==> src/rtl/pic_pkg.sv <==
package pic_pkg;

  typedef enum logic [1:0] {
    PIC_LEVEL  = 2'd0,
    PIC_EDGE   = 2'd1,
    PIC_STICKY = 2'd2
  } picMode_e;

  typedef struct packed {
    logic maskWr;
    logic statusWr;
  } picStrobe_t;

endpackage

==> src/rtl/pic_lowest.sv <==
module pic_lowest #(
  parameter int NUM_LINES = 32,
  localparam int IDX_W = $clog2(NUM_LINES)
) (
  input  logic [NUM_LINES-1:0] vec,
  output logic                 valid,
  output logic [IDX_W-1:0]     idx
);
  // Scan downward so the lowest set bit is the last one written.
  always_comb begin
    valid = 1'b0;
    idx   = '0;
    for (int i = NUM_LINES - 1; i >= 0; i--) begin
      if (vec[i]) begin
        valid = 1'b1;
        idx   = IDX_W'(i);
      end
    end
  end
endmodule

==> src/rtl/pic_ctrl.sv <==
module pic_ctrl #(
  parameter int NUM_LINES = 32
) (
  input  logic                    regSel,
  input  logic                    regWe,
  input  logic [NUM_LINES-1:0]    maskQ,
  input  logic [NUM_LINES-1:0]    statusQ,
  output pic_pkg::picStrobe_t     strobe,
  output logic [NUM_LINES-1:0]    regRdata
);
  always_comb begin
    strobe.maskWr   = regWe & ~regSel;
    strobe.statusWr = regWe &  regSel;
  end

  assign regRdata = regSel ? statusQ : maskQ;
endmodule

==> src/rtl/pic_datapath.sv <==
module pic_datapath #(
  parameter int               NUM_LINES   = 32,
  parameter int               SYNC_STAGES = 2,
  parameter pic_pkg::picMode_e MODE       = pic_pkg::PIC_EDGE,
  localparam int              IDX_W       = $clog2(NUM_LINES)
) (
  input  logic                 clk,
  input  logic                 rstN,
  input  logic [NUM_LINES-1:0] irqIn,
  input  pic_pkg::picStrobe_t  strobe,
  input  logic [NUM_LINES-1:0] wdata,
  output logic [NUM_LINES-1:0] maskQ,
  output logic [NUM_LINES-1:0] statusQ,
  output logic                 cpuIrq,
  output logic                 pendValid,
  output logic [IDX_W-1:0]     pendIdx
);
  logic [SYNC_STAGES-1:0][NUM_LINES-1:0] syncPipe;
  logic [NUM_LINES-1:0] syncOut;
  logic [NUM_LINES-1:0] pending;

  always_ff @(posedge clk) begin
    if (!rstN) syncPipe <= '0;
    else       syncPipe <= {syncPipe[SYNC_STAGES-2:0], irqIn};
  end
  assign syncOut = syncPipe[SYNC_STAGES-1];

  always_ff @(posedge clk) begin
    if (!rstN)              maskQ <= '0;
    else if (strobe.maskWr) maskQ <= wdata;
  end

  generate
    if (MODE == pic_pkg::PIC_LEVEL) begin : g_level
      logic levelUnused;
      assign levelUnused = strobe.statusWr;
      assign statusQ = syncOut;
    end else if (MODE == pic_pkg::PIC_EDGE) begin : g_edge
      logic [NUM_LINES-1:0] prevQ, rise, clrVec;
      assign rise   = syncOut & ~prevQ;
      assign clrVec = strobe.statusWr ? wdata : '0;
      always_ff @(posedge clk) begin
        if (!rstN) begin
          prevQ   <= '0;
          statusQ <= '0;
        end else begin
          prevQ   <= syncOut;
          statusQ <= (statusQ & ~clrVec) | rise;
        end
      end
      // after a clear, only bits with a concurrent rise may remain set
      assert_w1c_R5: assert property (@(posedge clk) disable iff (!rstN)
        strobe.statusWr |=> ((statusQ & $past(wdata) & ~$past(rise)) == '0));
      // without a write no pending bit ever falls
      assert_no_drop_R4: assert property (@(posedge clk) disable iff (!rstN)
        !strobe.statusWr |=> (($past(statusQ) & ~statusQ) == '0));
    end else begin : g_sticky
      logic [NUM_LINES-1:0] keepVec;
      assign keepVec = strobe.statusWr ? wdata : '1;
      always_ff @(posedge clk) begin
        if (!rstN) statusQ <= '0;
        else       statusQ <= (statusQ & keepVec) | syncOut;
      end
      // zero-written bits clear unless the line is still asserted
      assert_w0c_R8: assert property (@(posedge clk) disable iff (!rstN)
        strobe.statusWr |=> ((statusQ & ~$past(wdata) & ~$past(syncOut)) == '0));
      assert_sticky_hold_R7: assert property (@(posedge clk) disable iff (!rstN)
        !strobe.statusWr |=> (($past(statusQ) & ~statusQ) == '0));
    end
  endgenerate

  assign pending = statusQ & maskQ;
  assign cpuIrq  = |pending;

  pic_lowest #(.NUM_LINES(NUM_LINES)) u_lowest (
    .vec   (pending),
    .valid (pendValid),
    .idx   (pendIdx)
  );

  // encoder output agrees with the wired-OR request
  assert_valid_irq_R10: assert property (@(posedge clk) disable iff (!rstN)
    pendValid == cpuIrq);
  // the reported line is pending and no lower line is
  assert_lowest_R10: assert property (@(posedge clk) disable iff (!rstN)
    pendValid |-> (pending[pendIdx] &&
      ((pending & ((NUM_LINES'(1) << pendIdx) - NUM_LINES'(1))) == '0)));
  // an enable write lands in the register on the next cycle
  assert_mask_wr_R2: assert property (@(posedge clk) disable iff (!rstN)
    strobe.maskWr |=> (maskQ == $past(wdata)));
endmodule

==> src/rtl/spr_pic.sv <==
module spr_pic #(
  parameter int                NUM_LINES   = 32,
  parameter int                SYNC_STAGES = 2,
  parameter pic_pkg::picMode_e MODE        = pic_pkg::PIC_EDGE,
  localparam int               IDX_W       = $clog2(NUM_LINES)
) (
  input  logic                 clk,
  input  logic                 rstN,
  input  logic [NUM_LINES-1:0] irqIn,
  input  logic                 regSel,
  input  logic                 regWe,
  input  logic [NUM_LINES-1:0] regWdata,
  output logic [NUM_LINES-1:0] regRdata,
  output logic                 cpuIrq,
  output logic                 pendValid,
  output logic [IDX_W-1:0]     pendIdx
);
  pic_pkg::picStrobe_t  strobe;
  logic [NUM_LINES-1:0] maskQ, statusQ;

  pic_ctrl #(.NUM_LINES(NUM_LINES)) u_ctrl (
    .regSel   (regSel),
    .regWe    (regWe),
    .maskQ    (maskQ),
    .statusQ  (statusQ),
    .strobe   (strobe),
    .regRdata (regRdata)
  );

  pic_datapath #(
    .NUM_LINES   (NUM_LINES),
    .SYNC_STAGES (SYNC_STAGES),
    .MODE        (MODE)
  ) u_datapath (
    .clk       (clk),
    .rstN      (rstN),
    .irqIn     (irqIn),
    .strobe    (strobe),
    .wdata     (regWdata),
    .maskQ     (maskQ),
    .statusQ   (statusQ),
    .cpuIrq    (cpuIrq),
    .pendValid (pendValid),
    .pendIdx   (pendIdx)
  );
endmodule

==> config.mk <==
export PLATFORM = sky130hd
export DESIGN_NAME = spr_pic
export DESIGN_NICKNAME = d
export VERILOG_FILES = /design/src/rtl/pic_pkg.sv /design/src/rtl/pic_lowest.sv /design/src/rtl/pic_ctrl.sv /design/src/rtl/pic_datapath.sv /design/src/rtl/spr_pic.sv
export SDC_FILE = /design/constraint.sdc
export NUM_CORES = 1
export LEC_CHECK = 0
export CAP_MARGIN = 15
export CORE_AREA = 2 2 102 178
export CTS_CLUSTER_SIZE = 12
export DETAILED_ROUTE_END_ITERATION = 8
export DIE_AREA = 0 0 104 180
export GPL_TIMING_DRIVEN = 0
export PLACE_DENSITY = 0.62
export SETUP_SLACK_MARGIN = 0.3
export SKIP_LAST_GASP = 1
export SYNTH_ARGS = -nofsm -noshare
export SYNTH_HDL_FRONTEND = slang
export SYNTH_SLANG_ARGS = --single-unit
export TNS_END_PERCENT = 30
==> constraint.sdc <==
create_clock -name clk -period 1.54 [get_ports clk]
set_input_delay 0.231 -clock clk [delete_from_list [all_inputs] [get_ports clk]]
set_output_delay 0.231 -clock clk [all_outputs]
set_load 0.005 [all_outputs]
==> metrics.cfg <==
[job]
maxCapViolations=0

[setup_path]
worstSetupPathType=reg -> out
critical_path.startpoint_type=register
crit_start=u_datapath.statusQ[30]
worstPathMaxFanout=2
r2r-start=u_datapath.statusQ[3]
worstPathRequired_ns=1.31
rr_worst_depth=4
worstPathArrival_ns=2.10
endpoint_kind=output port

[layout]
num-fill-cells=1669
area_delta_synth_final_pct=42.4
drive_gt1_share_pct=28.0
fin_area_sq_um=8510
fin_cells=1035
final_util_pct=49.2
nets=860
antenna_cells=0

[logic_synthesis]
synth_enable_flop_cells=0
ys_seq_elements=160
synthCells=637
syn_nets=705
syn_area_per_cell_sq_um=9.38
synthDistinctLibCells=29
ys_warn_count=0
syn_area_sq_um=5980
ys_seq_area_share_pct=53.6
async_flop_share_pct=0
synth_ff_type=dfxtp_1

[sta]
tightest_slew_ns=0.561
period_share_pct=151
relSlewSlack_pct=62.6
rsz0062_at_grt=yes
hold_viol=0
fmax_mhz=429
skew_ns=0.0103
min_period_ns=2.33
fin_tns_setup_ns=-4.29
holdWs_ns=0.169
fin_ws_ns=-0.790
slew_violations=0
setup_violations=8

[global_routing]
grt_pass1_vias=4785
grt_start_max_net_pins=17
antenna_found_initial=0
overflow=0
grt_pass1_wl_mm=24.5
grt_use_total_pct=16.9

[floorplanning]
die_height_um=180
die_area_sq_um=18700
num_rows=64
die_x_um=104
ioPinCount=107
core-area_sq_um=17300
initial_core_util_pct=34.5

[clocking]
path_clk_slew_ns=0.06
cts_hold_buf=0
clock_latency_ns=0.43
clk_path_buf_depth=2
cts_tree=built
cts_buffers=17
clockRootBuffer=clkbuf_16
htreeDepth=4
clock-sinks=160

[hold_path]
hold-path-cell-count=2
hold_class=in -> reg
min_from=rstN

[placement]
dpl_worst_slack_ns=-0.592
postPlaceCellArea_sq_um=7320
dp.cells=972
portBuffers=104
globalplace.congestion=0.813
dp_hpwl_mm=11.1

[power]
p_per_area_nw_per_um2=1150
total_power_mw=9.80
leakage_nw=3.56
ir_drop_mv=0.555

[detailed_routing]
firstDrtPassIters=4
via_count=4664
vias_per_cell=4.51
detail_route.wl_per_cell_um=14.8
drtIter0Drc=158
drc=0
drt-total-wl_mm=15.3
ant_nets=0

[status]
status=finished, violations left
failed_checks=setup timing

[state kept, by name (all words and copies together), names as in the netlist]
name                     count
u_datapath.statusQ          32
u_datapath.g_edge.prevQ     32
u_datapath.syncOut          32
u_datapath.maskQ            32
u_datapath.syncPipe         32
[cell usage after synthesis, types with 3 or more instances]
cell / n / area (sq um)
dfxtp_1: 160 / 3200
a22o_1: 3 / 26.3
nand2_1: 129 / 484
clkbuf_1: 31 / 116
a21oi_1: 37 / 185
and2_1: 99 / 619
o21ai_0: 4 / 20.0
a211oi_1: 3 / 22.5
a32o_1: 4 / 40.0
a31oi_1: 4 / 25.0
nor2b_1: 66 / 413
a22oi_1: 7 / 52.6
a21boi_0: 32 / 240
mux2_2: 32 / 360
nand3_1: 9 / 45.0
[final timing paths]
path	slack, ns	to
setup / recovery	-0.79	pendValid
setup reg to reg	0.70	u_datapath.statusQ[3]
hold / removal	0.17	u_datapath.statusQ[19]
hold reg to reg	0.42	u_datapath.syncOut[21]
[power breakdown]
part	total, mW	internal, mW	switching, mW
Sequential	4.44	4.33	0.108
Clock	4.40	2.62	1.78
Combinational	0.958	0.564	0.395
[repair_timing]
item	CTS	global route
setup endpoints to repair	99	99
gates resized for setup	227	85
pin swaps	13	4
setup buffers	27	5
[final cells by class]
| cell class | count | area, sq um | area share [%] |
|---|---|---|---|
| multi-input combinational | 445 | 2880 | 33.8 |
| tap | 231 | 289 | 3.40 |
| buffer | 32 | 176 | 2.07 |
| clock buffer | 18 | 439 | 5.16 |
| sequential | 160 | 3280 | 38.6 |
| clock inverter | 13 | 176 | 2.07 |
| timing repair buffer | 136 | 1270 | 14.9 |
[metal layers]
layer	vias to the layer above	part of all wire [%]	global-route usage (%)
met4	0	3.2	8.76
met5	-	0	0
li1	2395	-	-
met2	110	53	30.6
met3	26	4.6	4.24
met1	2133	40	17.7
[critical path: stages (launching register included)]
cell and delay (ns):
dfxtp_2 0.33, a22o_1 0.24, and3b_2 0.25, nand2_2 0.06, nor3_2 0.17, buf_4 0.13
or3b_1 0.35, buf_2 0.14
[kinds of logic (layout without fill, tap and decap cells)]
group	Yosys count	count (layout)	synth area share, %
and+or+nand+nor	315	315	27.5
DFF	160	160	53.6
AOI/OAI and AO/OA	98	98	10.8
muxes	32	32	6.03
buffers and inverters	32	199	2.03
[layout by cell type, fill, tap and decap left out, types with 3 or more instances in the layout]
cell	count
clkinvlp_4	3
dfxtp_2	49
buf_2	16
clkdlybuf4s50_1	65
dfxtp_4	5
clkbuf_2	10
nand3_1	6
clkbuf_1	23
mux2_2	5
nor3_2	3
inv_6	5
mux2_4	27
clkbuf_16	17
buf_6	37
nand2_2	3
a32o_1	3
a22oi_2	5
buf_4	12
nand2_1	127
a31oi_1	4
a21oi_1	35
nand3_2	3
and2_1	98
buf_8	3
bufinv_16	3
nor2b_1	65
dfxtp_1	106
a21boi_0	31
Note: power is estimated with default switching activity, not from simulation.
